### src/rtl/rfsh_pkg.sv
package rfsh_pkg;
    // Average refresh gap is 7812.5 ns; cycles = MHz * 7812.5 / 1000
    function automatic int refi_cycles(input int clk_mhz);
        int c;
        c = (clk_mhz * 78125) / 10000;
        return (c < 2) ? 2 : c;
    endfunction

    typedef enum logic [1:0] {
        ARB_IDLE    = 2'd0,
        ARB_GRANT   = 2'd1,
        ARB_REFRESH = 2'd2,
        ARB_HOLD    = 2'd3
    } arb_e;

    typedef struct packed {
        logic grant;
        logic refresh;
        logic urgent;
    } arb_out_t;
endpackage

### src/rtl/refi_timer.sv
module refi_timer #(
    parameter int IVL = 781,
    localparam int TW = $clog2(IVL + 1)
) (
    input  logic clk,
    input  logic rst,
    output logic tick_o
);
    logic [TW-1:0] cnt_q;

    assign tick_o = (cnt_q == TW'(IVL - 1));

    always_ff @(posedge clk) begin
        if (rst)         cnt_q <= '0;
        else if (tick_o) cnt_q <= '0;
        else             cnt_q <= cnt_q + 1'b1;
    end


    tick_gap_chk: assert property (@(posedge clk) disable iff (rst)
        tick_o |=> !tick_o);
endmodule

### src/rtl/refresh_credit.sv
module refresh_credit
    import rfsh_pkg::*;
#(
    parameter int MAX_CRED = 8,
    parameter int RFC_CYC  = 4,
    localparam int CW = $clog2(MAX_CRED + 1),
    localparam int BW = $clog2(RFC_CYC + 1)
) (
    input  logic          clk,
    input  logic          rst,
    input  logic          tick_i,
    input  logic          req_valid_i,
    output arb_out_t      arb_o,
    output logic [CW-1:0] credits_o
);
    logic [CW-1:0] cred_q;
    logic [BW-1:0] busy_q;
    logic [CW:0]   cred_sum;
    arb_e          dec;
    logic          urgent;

    assign urgent = (cred_q == CW'(MAX_CRED));

    always_comb begin
        if (busy_q != '0)
            dec = ARB_HOLD;
        else if ((cred_q != '0) && (urgent || !req_valid_i))
            dec = ARB_REFRESH;
        else if (req_valid_i)
            dec = ARB_GRANT;
        else
            dec = ARB_IDLE;
    end

    always_comb begin
        arb_o.grant   = (dec == ARB_GRANT);
        arb_o.refresh = (dec == ARB_REFRESH);
        arb_o.urgent  = urgent;
    end

    assign cred_sum = {1'b0, cred_q} + (CW+1)'(tick_i) - (CW+1)'(arb_o.refresh);

    always_ff @(posedge clk) begin
        if (rst) begin
            cred_q <= '0;
            busy_q <= '0;
        end else begin
            cred_q <= (cred_sum > (CW+1)'(MAX_CRED)) ? CW'(MAX_CRED) : cred_sum[CW-1:0];
            if (arb_o.refresh)       busy_q <= BW'(RFC_CYC);
            else if (busy_q != '0)   busy_q <= busy_q - 1'b1;
        end
    end

    assign credits_o = cred_q;


    urgent_block_chk: assert property (@(posedge clk) disable iff (rst)
        arb_o.urgent |-> !arb_o.grant);

    grant_ref_excl_chk: assert property (@(posedge clk) disable iff (rst)
        !(arb_o.grant && arb_o.refresh));

    recovery_hold_chk: assert property (@(posedge clk) disable iff (rst)
        arb_o.refresh |=> (!arb_o.grant && !arb_o.refresh));

    credit_dec_chk: assert property (@(posedge clk) disable iff (rst)
        (arb_o.refresh && !tick_i) |=> (credits_o == $past(credits_o) - 1'b1));

    credit_cap_chk: assert property (@(posedge clk) disable iff (rst)
        credits_o <= CW'(MAX_CRED));
endmodule

### src/rtl/refresh_row_ctr.sv
module refresh_row_ctr #(
    parameter int ROW_BITS = 13
) (
    input  logic                clk,
    input  logic                rst,
    input  logic                ref_i,
    output logic [ROW_BITS-1:0] row_o
);
    always_ff @(posedge clk) begin
        if (rst)        row_o <= '0;
        else if (ref_i) row_o <= row_o + 1'b1;
    end


    row_step_chk: assert property (@(posedge clk) disable iff (rst)
        ref_i |=> (row_o == $past(row_o) + 1'b1));

    row_hold_chk: assert property (@(posedge clk) disable iff (rst)
        !ref_i |=> $stable(row_o));
endmodule

### src/rtl/dram_refresh_sched.sv
module dram_refresh_sched
    import rfsh_pkg::*;
#(
    parameter int CLK_MHZ  = 100,
    parameter int MAX_CRED = 8,
    parameter int RFC_CYC  = 4,
    parameter int ROW_BITS = 13,
    localparam int CW  = $clog2(MAX_CRED + 1),
    localparam int IVL = refi_cycles(CLK_MHZ)
) (
    input  logic                clk,
    input  logic                rst,
    input  logic                req_valid,
    output logic                req_grant,
    output logic                ref_cmd,
    output logic                ref_urgent,
    output logic [CW-1:0]       ref_credits,
    output logic [ROW_BITS-1:0] dev_row
);
    logic     tick;
    arb_out_t arb;

    refi_timer #(.IVL(IVL)) u_timer (
        .clk    (clk),
        .rst    (rst),
        .tick_o (tick)
    );

    refresh_credit #(.MAX_CRED(MAX_CRED), .RFC_CYC(RFC_CYC)) u_credit (
        .clk         (clk),
        .rst         (rst),
        .tick_i      (tick),
        .req_valid_i (req_valid),
        .arb_o       (arb),
        .credits_o   (ref_credits)
    );

    refresh_row_ctr #(.ROW_BITS(ROW_BITS)) u_row (
        .clk   (clk),
        .rst   (rst),
        .ref_i (arb.refresh),
        .row_o (dev_row)
    );

    assign req_grant  = arb.grant;
    assign ref_cmd    = arb.refresh;
    assign ref_urgent = arb.urgent;


    urgent_issue_chk: assert property (@(posedge clk) disable iff (rst)
        (ref_urgent && !$past(ref_cmd)) |-> ref_cmd);
endmodule

### config.mk
export PLATFORM = sky130hd
export DESIGN_NAME = dram_refresh_sched
export DESIGN_NICKNAME = d
export VERILOG_FILES = /design/src/rtl/rfsh_pkg.sv /design/src/rtl/refi_timer.sv /design/src/rtl/refresh_credit.sv /design/src/rtl/refresh_row_ctr.sv /design/src/rtl/dram_refresh_sched.sv
export SDC_FILE = /design/constraint.sdc
export NUM_CORES = 1
export LEC_CHECK = 0
export BUFFER_PORTS_ARGS = -buffer_cell sky130_fd_sc_hd__buf_4
export CORE_UTILIZATION = 60
export DETAILED_ROUTE_END_ITERATION = 7
export GPL_TIMING_DRIVEN = 0
export PLACE_DENSITY = 0.79
export SLEW_MARGIN = 20
export SYNTH_ARGS = -nofsm -noshare
export SYNTH_HDL_FRONTEND = slang
export SYNTH_HIERARCHICAL = 1
export SYNTH_SLANG_ARGS = --single-unit
### constraint.sdc
create_clock -name clk -period 6.17 [get_ports clk]
set_clock_uncertainty 0.05 [all_clocks]
set_input_delay 0.617 -clock clk [delete_from_list [all_inputs] [get_ports clk]]
set_output_delay 0.617 -clock clk [all_outputs]
set_load 0.02 [all_outputs]
==> impl_metrics.env <==
export IMPL_worst_r2r_startpoint="u_credit/credits_o[2]"
export IMPL_synth_edf_count=0
export IMPL_setup_worst_path_start_class="register"
export IMPL_grt_pass1_wl_mm=4.69
export IMPL_nNetsFinal=224
export IMPL_cp_arrival_ps=3850
export IMPL_min_path_type="reg2reg"
export IMPL_drv_slew=0
export IMPL_min_period_ps=3670
export IMPL_clockBufferDepth=2
export IMPL_place_ws_ps=2500
export IMPL_power_internal_uw=453
export IMPL_cts_hold_buf=0
export IMPL_fmax_ghz=0.272
export IMPL_setup_violations=0
export IMPL_dp_hpwl_mm=2.38
export IMPL_cp_endpoint="u_credit/credits_o[2]"
export IMPL_r2r_cells=14
export IMPL_p_leak_uw=0.000802
export IMPL_vias_per_cell=5.59
export IMPL_syn_area_mm2=0.00161
export IMPL_p_per_area_mw_per_mm2=401
export IMPL_ys_warn_count=6
export IMPL_power_frac_seq=0.309
export IMPL_drc_errors=0
export IMPL_drtPass1Iterations=4
export IMPL_cts_clk_slew_worst_paths_ps=90
export IMPL_ys_ff_latch=30
export IMPL_grt_ovfl_total=0
export IMPL_gr_usage_met1=0.260
export IMPL_die_w_um=53.9
export IMPL_totalWireLength_mm=3.08
export IMPL_regToRegSetupSlack_ps=2500
export IMPL_fin_ws_ps=2500
export IMPL_timing_final_crit_share=0.595
export IMPL_cts_root_buf="clkbuf_4"
export IMPL_max_cap_violations=0
export IMPL_async_reset_ff_frac=0
export IMPL_drive_gt1_frac=0.207
export IMPL_antenna_found_initial=0
export IMPL_synth_flop_cell="dfxtp_1"
export IMPL_antenna_left=0
export IMPL_grt_pass1_vias=1131
export IMPL_synth_avg_cell_area_um2=9.07
export IMPL_hold_viol=0
export IMPL_vias=1331
export IMPL_clkLatencyLatePin_ps=330
export IMPL_finalSetupTns_ps=0
export IMPL_switching_power_uw=300
export IMPL_end_kind="register"
export IMPL_place_congestion=0.778
export IMPL_crit_start="u_credit/credits_o[2]"
export IMPL_grt_busiest_layer="met2"
export IMPL_vdd_drop_max_mv=0.347
export IMPL_p_clk_frac=0.160
export IMPL_synth_distinct_cells=41
export IMPL_grt_util_met2=0.399
export IMPL_coreArea_mm2=0.00250
export IMPL_reg2reg_to="u_credit/credits_o[2]"
export IMPL_numCtsBuffers=5
export IMPL_cts_setup_buffers=0
export IMPL_first_iter_violations=25
export IMPL_use_met3=0.0876
export IMPL_grt_usage=0.232
export IMPL_outcome="finished clean"
export IMPL_grt_setup_unrepaired="false"
export IMPL_syn_to_final_growth_pct=16.3
export IMPL_num_rows=18
export IMPL_crit_type="reg2reg"
export IMPL_die_y_um=53.9
export IMPL_grt_max_degree=16
export IMPL_synth_fp_nets=195
export IMPL_cts_tree="built"
export IMPL_maxSlewHeadroom=0.613
export IMPL_die_area_mm2=0.00290
export IMPL_switching_share=0.399
export IMPL_final_common_cell="dfxtp_1"
export IMPL_syn_inst=178
export IMPL_io_pins=23
export IMPL_port_buffers=22
export IMPL_required_ps=6350
export IMPL_worst_path_max_fanout=7
export IMPL_start_util=0.646
export IMPL_cts_sinks=30
export IMPL_yosysSeqAreaShare=0.372
export IMPL_num_fill_cells=198
export IMPL_worst_pin_slew_ps=579
export IMPL_p_comb_frac=0.531
export IMPL_holdPathStages=2
export IMPL_cts_max_level=2
export IMPL_n_antenna_cell=0
export IMPL_cts_resized=0
export IMPL_wl_per_cell_um=12.9
export IMPL_final_cell_mix="dfxtp_1, buf_4, inv_1, nor2_1, a21oi_1"
==> synth_stat cells (4+ instances only) <==
cell type  count  area [um2]
a21oi_1       14        70.1
dfxtp_1       30         601
ha_1          13         163
inv_1         21        78.8
nand2_1        7        26.3
nand2b_1       4        25.0
nand3_1        5        25.0
nor2_1        18        67.6
nor4_1         4        25.0
o21ai_0        4        20.0
o31ai_1        5        37.5
or3_1          5        31.3
or4_1          5        37.5
xnor2_1        6        52.6
xor2_1         4        35.0
==> logic make-up after synthesis <==
kind of cell	share of synthesized area
AOI/OAI and AO/OA	0.138
xor gates and xnor gates	0.0543
adders and majority gates	0.113
buffers and inverters	0.0589
DFF	0.372
muxes	0.0271
and+or+nand+nor	0.236
==> how the worst min path moves through the flow <==
stage,start,slack [ps],endpoint
4_1_cts,u_credit/busy_q[0],420,u_credit/busy_q[0]
5_1_grt,u_timer/cnt_q[0],460,u_timer/cnt_q[0]
3_5_place_dp,u_credit/busy_q[0],410,u_credit/busy_q[0]
6_report,u_credit/busy_q[0],420,u_credit/busy_q[0]
3_3_place_gp,u_credit/busy_q[0],400,u_credit/busy_q[0]
2_1_floorplan,u_timer/cnt_q[0],390,u_timer/cnt_q[0]
==> metrics by stage <==
| stage | power [uW] | cell area (um2) | cells | hold slack (ps) | utilization |
|---|---|---|---|---|---|
| finish | 753 | 1880 | 238 | 423 | 0.751 |
| global route | 813 | 1880 | 238 | 457 | 0.751 |
| CTS | 757 | 1880 | 238 | 423 | 0.751 |
| detailed placement | 636 | 1820 | 230 | 410 | 0.727 |
| global placement | 609 | 1820 | 230 | 403 | 0.727 |
| floorplan | 538 | 1610 | 178 | 391 | - |
==> registers in the layout, indices dropped and copies added, names as in the netlist <==
register and flops:
u_credit/credits_o 4, u_timer/cnt_q 10, u_credit/busy_q 3, u_row/row_o 13
==> critical path, cell delays in order, from the launching register on <==
cell and delay [ps]:
dfxtp_1 340, inv_1 110, ha_1 160, or3b_1 370
a32o_2 270, nor2_1 460, ha_1 340, inv_1 60
ha_1 180, inv_1 70, fa_1 450, nor2b_4 160
o31ai_4 60, xnor2_1 190, nor4b_1 300
==> power by group through the flow <==
stage          Combinational, uW  Sequential, uW  Clock [uW]
5_1_grt                      444             236         133
3_3_place_gp                 374             236           0
2_1_floorplan                290             248           0
6_report                     400             233         120
3_5_place_dp                 398             238           0
4_1_cts                      401             233         123
==> per-layer routing <==
metal | up-vias | share of wire
li1 | 680 | -
met1 | 621 | 0.44
met2 | 24 | 0.51
met3 | 6 | 0.042
met4 | 0 | 0.014
met5 | - | 0
==> cell type report <==
class / instances / area, um2 / share of cell area
buffer: 3 / 16.3 / 0.00867
clock buffer: 7 / 55.1 / 0.0293
clock inverter: 1 / 5.00 / 0.00267
inverter: 21 / 78.8 / 0.0420
multi-input combinational: 124 / 918 / 0.489
sequential: 30 / 601 / 0.320
tap: 30 / 37.5 / 0.0200
timing repair buffer: 22 / 165 / 0.0880
Note: power is estimated with default switching activity, not from simulation.
